`src/rtl/gpio_mask_pkg.sv`:
```
package gpio_mask_pkg;

    // Which register an access targets
    typedef enum logic [1:0] {
        GSEL_NONE = 2'd0,
        GSEL_DATA = 2'd1,
        GSEL_DIR  = 2'd2
    } gpio_sel_e;

endpackage

```
`src/rtl/gpio_addr_decode.sv`:
```
module gpio_addr_decode
    import gpio_mask_pkg::*;
#(
    parameter int NPINS  = 8,
    parameter int WADDR_W = 10
) (
    input  logic [WADDR_W-1:0] waddr,
    output gpio_sel_e          sel,
    output logic [NPINS-1:0]   mask
);
    // Data window covers the word addresses whose bits above the mask are zero;
    // the direction register is the first word past that window.
    localparam int HI_W = WADDR_W - NPINS;
    localparam logic [WADDR_W-1:0] DIR_WORD = WADDR_W'(1) << NPINS;

    always_comb begin
        mask = waddr[NPINS-1:0];
        if (waddr[WADDR_W-1:NPINS] == HI_W'(0)) begin
            sel = GSEL_DATA;
        end else if (waddr == DIR_WORD) begin
            sel = GSEL_DIR;
        end else begin
            sel = GSEL_NONE;
        end
    end

endmodule

```
`src/rtl/gpio_in_sync.sv`:
```
module gpio_in_sync #(
    parameter int W      = 8,
    parameter int STAGES = 2
) (
    input  logic         clk,
    input  logic         rst_n,
    input  logic [W-1:0] async_in,
    output logic [W-1:0] sync_out
);
    logic [W-1:0] stage_q [STAGES];

    generate
        for (genvar s = 0; s < STAGES; s++) begin : g_stage
            logic [W-1:0] stage_d;
            if (s == 0) begin : g_first
                assign stage_d = async_in;
            end else begin : g_next
                assign stage_d = stage_q[s-1];
            end
            always_ff @(posedge clk or negedge rst_n) begin
                if (!rst_n) begin
                    stage_q[s] <= '0;
                end else begin
                    stage_q[s] <= stage_d;
                end
            end
        end
    endgenerate

    assign sync_out = stage_q[STAGES-1];

endmodule

```
`src/rtl/gpio_port_regs.sv`:
```
module gpio_port_regs
    import gpio_mask_pkg::*;
#(
    parameter int NPINS = 8
) (
    input  logic             clk,
    input  logic             rst_n,
    input  logic             wr_en,
    input  gpio_sel_e        sel,
    input  logic [NPINS-1:0] mask,
    input  logic [NPINS-1:0] wdata,
    output logic [NPINS-1:0] dout,
    output logic [NPINS-1:0] dir
);
    typedef struct packed {
        logic [NPINS-1:0] dout;
        logic [NPINS-1:0] dir;
    } regs_t;

    regs_t regs_d, regs_q;

    always_comb begin
        regs_d = regs_q;
        if (wr_en) begin
            unique case (sel)
                GSEL_DATA: regs_d.dout = (regs_q.dout & ~mask) | (wdata & mask);
                GSEL_DIR:  regs_d.dir  = wdata;
                default:   regs_d      = regs_q;
            endcase
        end
    end

    always_ff @(posedge clk or negedge rst_n) begin
        if (!rst_n) begin
            regs_q <= '0;
        end else begin
            regs_q <= regs_d;
        end
    end

    assign dout = regs_q.dout;
    assign dir  = regs_q.dir;

endmodule

```
`src/rtl/gpio_mask_port.sv`:
```
module gpio_mask_port
    import gpio_mask_pkg::*;
#(
    parameter int NPINS       = 8,
    parameter int WADDR_W     = 10,
    parameter int SYNC_STAGES = 2
) (
    input  logic               pclk,
    input  logic               presetn,
    input  logic               psel,
    input  logic               penable,
    input  logic               pwrite,
    input  logic [WADDR_W-1:0] paddr,
    input  logic [NPINS-1:0]   pwdata,
    output logic [NPINS-1:0]   prdata,
    output logic               pready,
    output logic               pslverr,
    input  logic [NPINS-1:0]   pin_in,
    output logic [NPINS-1:0]   pin_out,
    output logic [NPINS-1:0]   pin_oe
);
    gpio_sel_e        acc_sel;
    logic [NPINS-1:0] acc_mask;
    logic [NPINS-1:0] in_sync;
    logic [NPINS-1:0] dout_q;
    logic [NPINS-1:0] dir_q;
    logic             wr_en;
    logic [NPINS-1:0] pin_level;

    gpio_addr_decode #(.NPINS(NPINS), .WADDR_W(WADDR_W)) u_dec (
        .waddr (paddr),
        .sel   (acc_sel),
        .mask  (acc_mask)
    );

    gpio_in_sync #(.W(NPINS), .STAGES(SYNC_STAGES)) u_sync (
        .clk      (pclk),
        .rst_n    (presetn),
        .async_in (pin_in),
        .sync_out (in_sync)
    );

    assign wr_en = psel && penable && pwrite;

    gpio_port_regs #(.NPINS(NPINS)) u_regs (
        .clk   (pclk),
        .rst_n (presetn),
        .wr_en (wr_en),
        .sel   (acc_sel),
        .mask  (acc_mask),
        .wdata (pwdata),
        .dout  (dout_q),
        .dir   (dir_q)
    );

    // Per-pin level seen by software: driven value for outputs, synced input otherwise
    generate
        for (genvar p = 0; p < NPINS; p++) begin : g_lvl
            assign pin_level[p] = dir_q[p] ? dout_q[p] : in_sync[p];
        end
    endgenerate

    always_comb begin
        prdata = '0;
        if (psel && !pwrite) begin
            unique case (acc_sel)
                GSEL_DATA: prdata = pin_level & acc_mask;
                GSEL_DIR:  prdata = dir_q;
                default:   prdata = '0;
            endcase
        end
    end

    assign pready  = 1'b1;
    assign pslverr = 1'b0;
    assign pin_out = dout_q;
    assign pin_oe  = dir_q;

endmodule

```
`config.mk`:
```
export PLATFORM = sky130hd
export DESIGN_NAME = gpio_mask_port
export DESIGN_NICKNAME = d
export VERILOG_FILES = /design/src/rtl/gpio_mask_pkg.sv /design/src/rtl/gpio_addr_decode.sv /design/src/rtl/gpio_in_sync.sv /design/src/rtl/gpio_port_regs.sv /design/src/rtl/gpio_mask_port.sv
export SDC_FILE = /design/constraint.sdc
export NUM_CORES = 1
export LEC_CHECK = 0
export BUFFER_PORTS_ARGS = -buffer_cell sky130_fd_sc_hd__buf_2
export CORE_MARGIN = 2
export CORE_UTILIZATION = 47
export CTS_CLUSTER_SIZE = 12
export DETAILED_ROUTE_END_ITERATION = 6
export GPL_TIMING_DRIVEN = 0
export PLACE_DENSITY = 0.79
export RECOVER_POWER = 25
export SYNTH_ARGS = -nofsm -noshare
export SYNTH_HDL_FRONTEND = slang
export SYNTH_SLANG_ARGS = --single-unit
export TNS_END_PERCENT = 100
```
`constraint.sdc`:
```
create_clock -name pclk -period 1.5 [get_ports pclk]
set_input_delay 0.3 -clock pclk [delete_from_list [all_inputs] [get_ports pclk]]
set_output_delay 0.3 -clock pclk [all_outputs]
set_load 0.05 [all_outputs]
```
==> results of run 1 <==
[synthesized netlist by cell type]
cell type,number
nor2b_1,1
a21oi_1,8
buf_1,1
buf_4,2
mux2_2,24
conb_1,2
dfrtp_1,32
nand4_1,8
and3_1,1
nor2_1,1
nand4_4,1
nand3_1,16
nor4_4,2
nand2b_1,1
buf_2,1
clkbuf_1,2
[worst max-delay path by stage]
stage	startpoint	end	slack (ns)	cells past startpoint
6_report	paddr[6]	prdata[4]	-0.22	6
5_1_grt	u_regs.dir[7]	prdata[7]	-0.24	4
4_1_cts	u_regs.dir[3]	prdata[3]	-0.18	4
3_5_place_dp	paddr[9]	prdata[3]	-0.57	6
3_3_place_gp	paddr[9]	prdata[3]	-0.54	6
2_1_floorplan	paddr[2]	prdata[0]	-0.16	3
[stage by stage]
stage	hold slack (ns)	utilization, %	area [um2]	std cells	TNS (ns)
floorplan	0.00441	-	1460	103	-1.26
global placement	0.333	64.0	1770	188	-6.96
detailed placement	0.340	64.0	1770	188	-7.27
CTS	0.0141	76.0	2090	207	-1.36
global route	0.0469	76.4	2110	207	-1.84
finish	0.0197	76.4	2110	207	-1.55
[cells by family after synthesis]
kind of cell | synth area share (%)
DFF | 58.6
and+or+nand+nor | 15.8
muxes | 19.8
AOI/OAI and AO/OA | 2.93
buffers and inverters | 2.29
other | 0.550
[metal layers]
layer | part of all wire (%) | vias up
met4 | 2.9 | 0
met5 | 0 | -
li1 | - | 524
met3 | 7.1 | 11
met1 | 39 | 571
met2 | 51 | 49
[repair_timing]
item / 4_1_cts / 5_1_grt
pin swaps: 13 / 4
resized for setup: 49 / 3
endpoints found under the setup margin: 8 / 8
setup buffers: 13 / 0
[critical path, stage by stage]
cell and delay [ns]:
buf_6 0.11, nor4_4 0.29, buf_6 0.18, nand4_1 0.16, a21oi_4 0.19, buf_6 0.18
[power groups by stage]
stage	clock (uW)	sequential (uW)	combinational [uW]
5_1_grt	567	974	468
6_report	516	966	445
2_1_floorplan	0	1130	112
3_3_place_gp	0	974	393
3_5_place_dp	0	980	401
4_1_cts	527	965	441
[area by class of cell]
| cell class | count | area (um2) | share of cell area [%] |
|---|---|---|---|
| plain buffers | 5 | 31.3 | 1.49 |
| clock buffers | 6 | 51.3 | 2.44 |
| clock inverters | 2 | 10.0 | 0.475 |
| multi-input cells | 65 | 727 | 34.5 |
| flip-flops and latches | 32 | 801 | 38.0 |
| well taps | 31 | 38.8 | 1.84 |
| repair buffers | 66 | 447 | 21.2 |
==> impl_summary.txt, run 1 <==
----------------------------------------------------
[Power and ir drop]
  Net switching power ... 635 uW
  P_int ... 1290 uW
  Tot Pwr ... 1930 uW
  Gate power share ... 23.1%
  Clk pwr share ... 26.8%
  Pwr Density ... 915 nW/um2
  Standby leakage power ... 0.000989 uW
  Switching portion of total power ... 32.9%
  Peak VDD IR ... 773 uV
  Part of the total power dissipated in sequential elements ... 50.1%

[Worst setup path]
  Required time worst endpoint ... 1.20 ns
  Startpoint Class ... input pin
  Nature of the critical path endpoint ... primary output
  R2r endpoint ... u_regs.dir[6]
  Maximum fanout along the worst path ... 9
  R2R Path Start ... u_regs.dir[6]
  Reg2Reg Setup Slack ... 0.56 ns
  Number of cell instances on the worst register-to-register path ... 2
  CP arrival ... 1.42 ns
  Crit Path Class ... in -> out

[Global routing]
  Initial antenna violation count ... 0
  First-pass GRT wire length ... 5.89 mm
  Global-route met1 utilization ... 28.6%
  Most crowded layer after global routing ... met2
  Vias in the first global route ... 1246
  Met3 track demand over resource ... 6.92%
  Largest net degree at the start of global routing ... 33
  Overall overflow remaining after global route ... 0
  All-layer global routing usage ... 24.3%
  Met2 global-route usage ... 40.9%

[Yosys]
  Per-instance average area after synthesis ... 13.3 um2
  Count of warnings emitted by yosys ... 0
  Cell Area, Synth ... 1370 um2
  Flip-flop and latch count after synthesis ... 32
  Cell accounting for the most synthesized area ... dfrtp_1
  Number of different library cells in the post-synthesis netlist ... 16
  Number of standard cells after synthesis ... 103
  Share of the yosys chip area belonging to registers ... 58.6%
  Post-synth top area share ... 58.6%
  Post-synth net total ... 134
  Main area contributors after synthesis ... dfrtp_1 (59%), mux2_2 (20%), nand3_1 (5.9%), nand4_1 (3.7%), nor4_4 (3.1%)

[Detailed routing]
  Post-DRT Antenna Nets ... 0
  Detailed router's first-iteration violation count ... 38
  DRC errors left ... 0
  Initial DRT Pass Iterations ... 4
  Vias per std cell ... 5.58
  Post-detailed-route wirelength per cell ... 17.1 um
  Detailed Route WL ... 3.54 mm
  Vias ... 1155

[Clock tree]
  Clock tree from TritonCTS ... done
  Sinks on Clock Net ... 32
  Total of hold buffers inserted after clock tree synthesis ... 0
  Number of CTS-inserted buffers ... 5
  Max H-tree Level ... 2
  Insertion delay to the later sink of the worst-skew pair ... 0.33 ns
  Clock-pin transition on the worst setup and hold timing paths ... 0.10 ns
  Root Buffer ... clkbuf_4
  Bufs on Longest Clock Path ... 2

[STA]
  Final setup margin ... -0.220 ns
  Count of endpoints failing hold in the final timing report ... 0
  RSZ-0062 raised after global routing ... true
  Setup violation total in the final timing report ... 8
  Post-layout min period ... 1.72 ns
  Relative slew slack ... 48.7%
  Least-Margin Pin Slew ... 0.769 ns
  Final number of max-transition violations ... 0
  Final Skew ... 0.00291 ns
  Share of the cycle needed by the critical path after routing ... 115%
  Fmax ... 581 MHz

[Placed design]
  Setup slack at placement ... -0.565 ns
  I/O Buffers ... 54
  Gpl congestion ... 0.733
  Total half-perimeter wirelength after legalization and detailed placement ... 2.23 mm

[Worst hold path]
  Tightest Hold Check Type ... in -> async

[Cells and area]
  Fraction of layout instances using a drive strength above 1 ... 69.9%
  Area Overhead vs Synth ... 54.1%
  Most frequent standard cell in the layout excluding fill and tap cells ... buf_2
  Ant diodes ... 0
  Fillers ... 174
  Final net count ... 206
  Most frequent cells in the layout ... buf_2 (42), dfrtp_1 (32), mux2_2 (16)

[Outcome]
  Status ... finished, violations left
  Violated checks ... setup timing

[Floorplan]
  Die W ... 57.9 um
  Die ar. ... 3350 um2
  Total number of placement rows ... 19
  Ports placed on the boundary ... 57
  Starting density of the core ... 49.5%
  Core area ... 2760 um2
  Y dimension of the die ... 57.9 um

[Run]
  Number of max-cap violations ... 0

----------------------------------------------------
No activity file was read; power rests on OpenSTA's default activity.
==> run 2: changes to the inputs <==
==> constraint.sdc (replaced) <==
create_clock -name pclk -period 1.8 [get_ports pclk]
set_input_delay 0.36 -clock pclk [delete_from_list [all_inputs] [get_ports pclk]]
set_output_delay 0.36 -clock pclk [all_outputs]
set_load 0.05 [all_outputs]
==> impl_summary.txt, run 2 (synthesized netlist as in run 1, its figures left out) <==
----------------------------------------------------
[Worst hold path]
  Startpoint of the lowest-slack hold path ... pin_in[0]
  Tightest Hold Check Type ... in -> reg
  Hold path endpoint ... u_sync.g_stage[1].stage_d[0]
  Number of instances on the worst hold path ... 1

[Run]
  Number of max-cap violations ... 1

[Worst setup path]
  Number of cell instances on the worst register-to-register path ... 2
  Maximum fanout along the worst path ... 5
  Reg2Reg Setup Slack ... 0.89 ns
  Slowest cell delay on critical path ... 0.29 ns
  Startpoint Class ... input pin
  Required time worst endpoint ... 1.44 ns
  Worst-path cell with the longest stage delay ... nor4_4
  CP arrival ... 1.46 ns
  Crit path cell chain ... buf_8, nor4_4, buf_4, nand4_1, a21oi_4, buf_6
  R2r endpoint ... u_regs.dir[7]
  Bufs and invs on worst path ... 3
  CP top delay family ... buffers and inverters
  Nature of the critical path endpoint ... primary output
  R2R Path Start ... u_regs.dir[7]
  Crit Path Class ... in -> out

[STA]
  Relative slew slack ... -12.7%
  Share of the cycle needed by the critical path after routing ... 101%
  RSZ-0062 raised after global routing ... true
  Least-Margin Pin Slew ... 1.69 ns
  Worst Hold Slack ... 0.134 ns
  Final setup margin ... -0.0233 ns
  Count of endpoints failing hold in the final timing report ... 0
  Fmax ... 548 MHz
  Setup violation total in the final timing report ... 2
  Final Skew ... 0.00165 ns
  Final number of max-transition violations ... 33
  Post-layout min period ... 1.82 ns

[Clock tree]
  Sinks on Clock Net ... 32
  Bufs on Longest Clock Path ... 2
  Clock-pin transition on the worst setup and hold timing paths ... 0.09 ns
  Number of CTS-inserted buffers ... 5
  Insertion delay to the later sink of the worst-skew pair ... 0.32 ns
  Max H-tree Level ... 2
  Root Buffer ... clkbuf_4
  Clock tree from TritonCTS ... done

[Outcome]
  Status ... finished, violations left
  Violated checks ... capacitance limit, slew limit, setup timing

[Detailed routing]
  Detailed router's first-iteration violation count ... 23
  Detailed Route WL ... 3.43 mm
  Post-detailed-route wirelength per cell ... 16.4 um
  Vias ... 1126
  DRC errors left ... 0
  Initial DRT Pass Iterations ... 4
  Vias per std cell ... 5.39
  Post-DRT Antenna Nets ... 0

[Floorplan]
  Die ar. ... 3350 um2
  Core area ... 2760 um2
  Y dimension of the die ... 57.9 um
  Total number of placement rows ... 19
  Starting density of the core ... 49.5%
  Die W ... 57.9 um
  Ports placed on the boundary ... 57

[Cells and area]
  Reg area ... 801 um2
  Area occupied by multi-input gates ... 649 um2
  Fillers ... 185
  Most frequent cells in the layout ... buf_2 (41), dfrtp_1 (32), mux2_2 (24)
  Ant diodes ... 0
  Final net count ... 208
  Area Overhead vs Synth ... 49.3%
  Fraction of layout instances using a drive strength above 1 ... 65.7%
  Most frequent standard cell in the layout excluding fill and tap cells ... buf_2

[Global routing]
  All-layer global routing usage ... 22.1%
  Overall overflow remaining after global route ... 0
  Initial antenna violation count ... 0
  Vias in the first global route ... 1182
  Largest net degree at the start of global routing ... 33
  First-pass GRT wire length ... 5.49 mm

[Placed design]
  Gpl congestion ... 0.736
  Setup slack at placement ... -0.370 ns
  Total half-perimeter wirelength after legalization and detailed placement ... 2.21 mm
  I/O Buffers ... 54

[Power and ir drop]
  Tot Pwr ... 1570 uW
  Pwr Density ... 772 nW/um2
  Peak VDD IR ... 624 uV
  Standby leakage power ... 0.000960 uW

----------------------------------------------------
## run 2: cell types whose count changed in the layout (fill, tap and decap cells not counted)
| cell | previous run | this run |
|---|---|---|
| mux2_2 | 16 | 24 |
| clkbuf_1 | 1 | 4 |
| nand3_2 | 5 | 3 |
| buf_6 | 13 | 9 |
| buf_8 | 1 | 3 |
| clkinv_2 | 2 | 0 |
| buf_4 | 13 | 17 |
| mux2_4 | 8 | 0 |
| nand3_4 | 3 | 0 |
| buf_2 | 42 | 41 |
| nand3_1 | 8 | 13 |
## run 2: what timing repair did
item	4_1_cts	5_1_grt
pin swaps	4	11
hold buffers	0	0
resized for setup	29	6
setup buffers	11	3
endpoints found under the setup margin	8	8
## run 2: worst max path at each step
stage | from | to | slack, ns | cells past startpoint
detailed placement | paddr[9] | prdata[5] | -0.37 | 6
finish | paddr[4] | prdata[7] | -0.02 | 6
floorplan | paddr[2] | prdata[0] | 0.02 | 3
global route | paddr[5] | prdata[2] | -0.08 | 6
global placement | paddr[9] | prdata[1] | -0.36 | 6
CTS | paddr[9] | prdata[7] | -0.02 | 6
## run 2: through the flow
stage / instances / util (%) / cell area, um2 / setup TNS (ns)
floorplan: 103 / - / 1460 / 0
global placement: 188 / 64.0 / 1770 / -3.13
detailed placement: 188 / 64.0 / 1770 / -3.50
CTS: 206 / 72.3 / 1990 / -0.0261
global route: 209 / 74.0 / 2040 / -0.485
finish: 209 / 74.0 / 2040 / -0.0314
## run 2: layout make-up
| type | instances | share of cell area, % |
|---|---|---|
| clock buffer | 8 | 2.88 |
| sequential | 32 | 39.3 |
| multi-input combinational | 65 | 31.8 |
| buffer | 5 | 1.53 |
| timing repair buffer | 68 | 22.6 |
| tap | 31 | 1.90 |
## run 2: routing by layer
metal  global-route usage, %  wire length, um
met1                    26.8             1310
met5                       0                0
met2                    36.4             1880
met4                    12.0               48
met3                    5.36              193
## run 2: worst register-to-register path, cell delays in order, from the launching register on
cell     delay, ns
dfrtp_1       0.41
buf_4         0.14
mux2_2        0.25
## run 2: power breakdown
part,internal (uW),switching (uW),leakage (uW)
clock,193,222,0.0000326
combinational,114,244,0.000527
sequential,772,29.8,0.000400
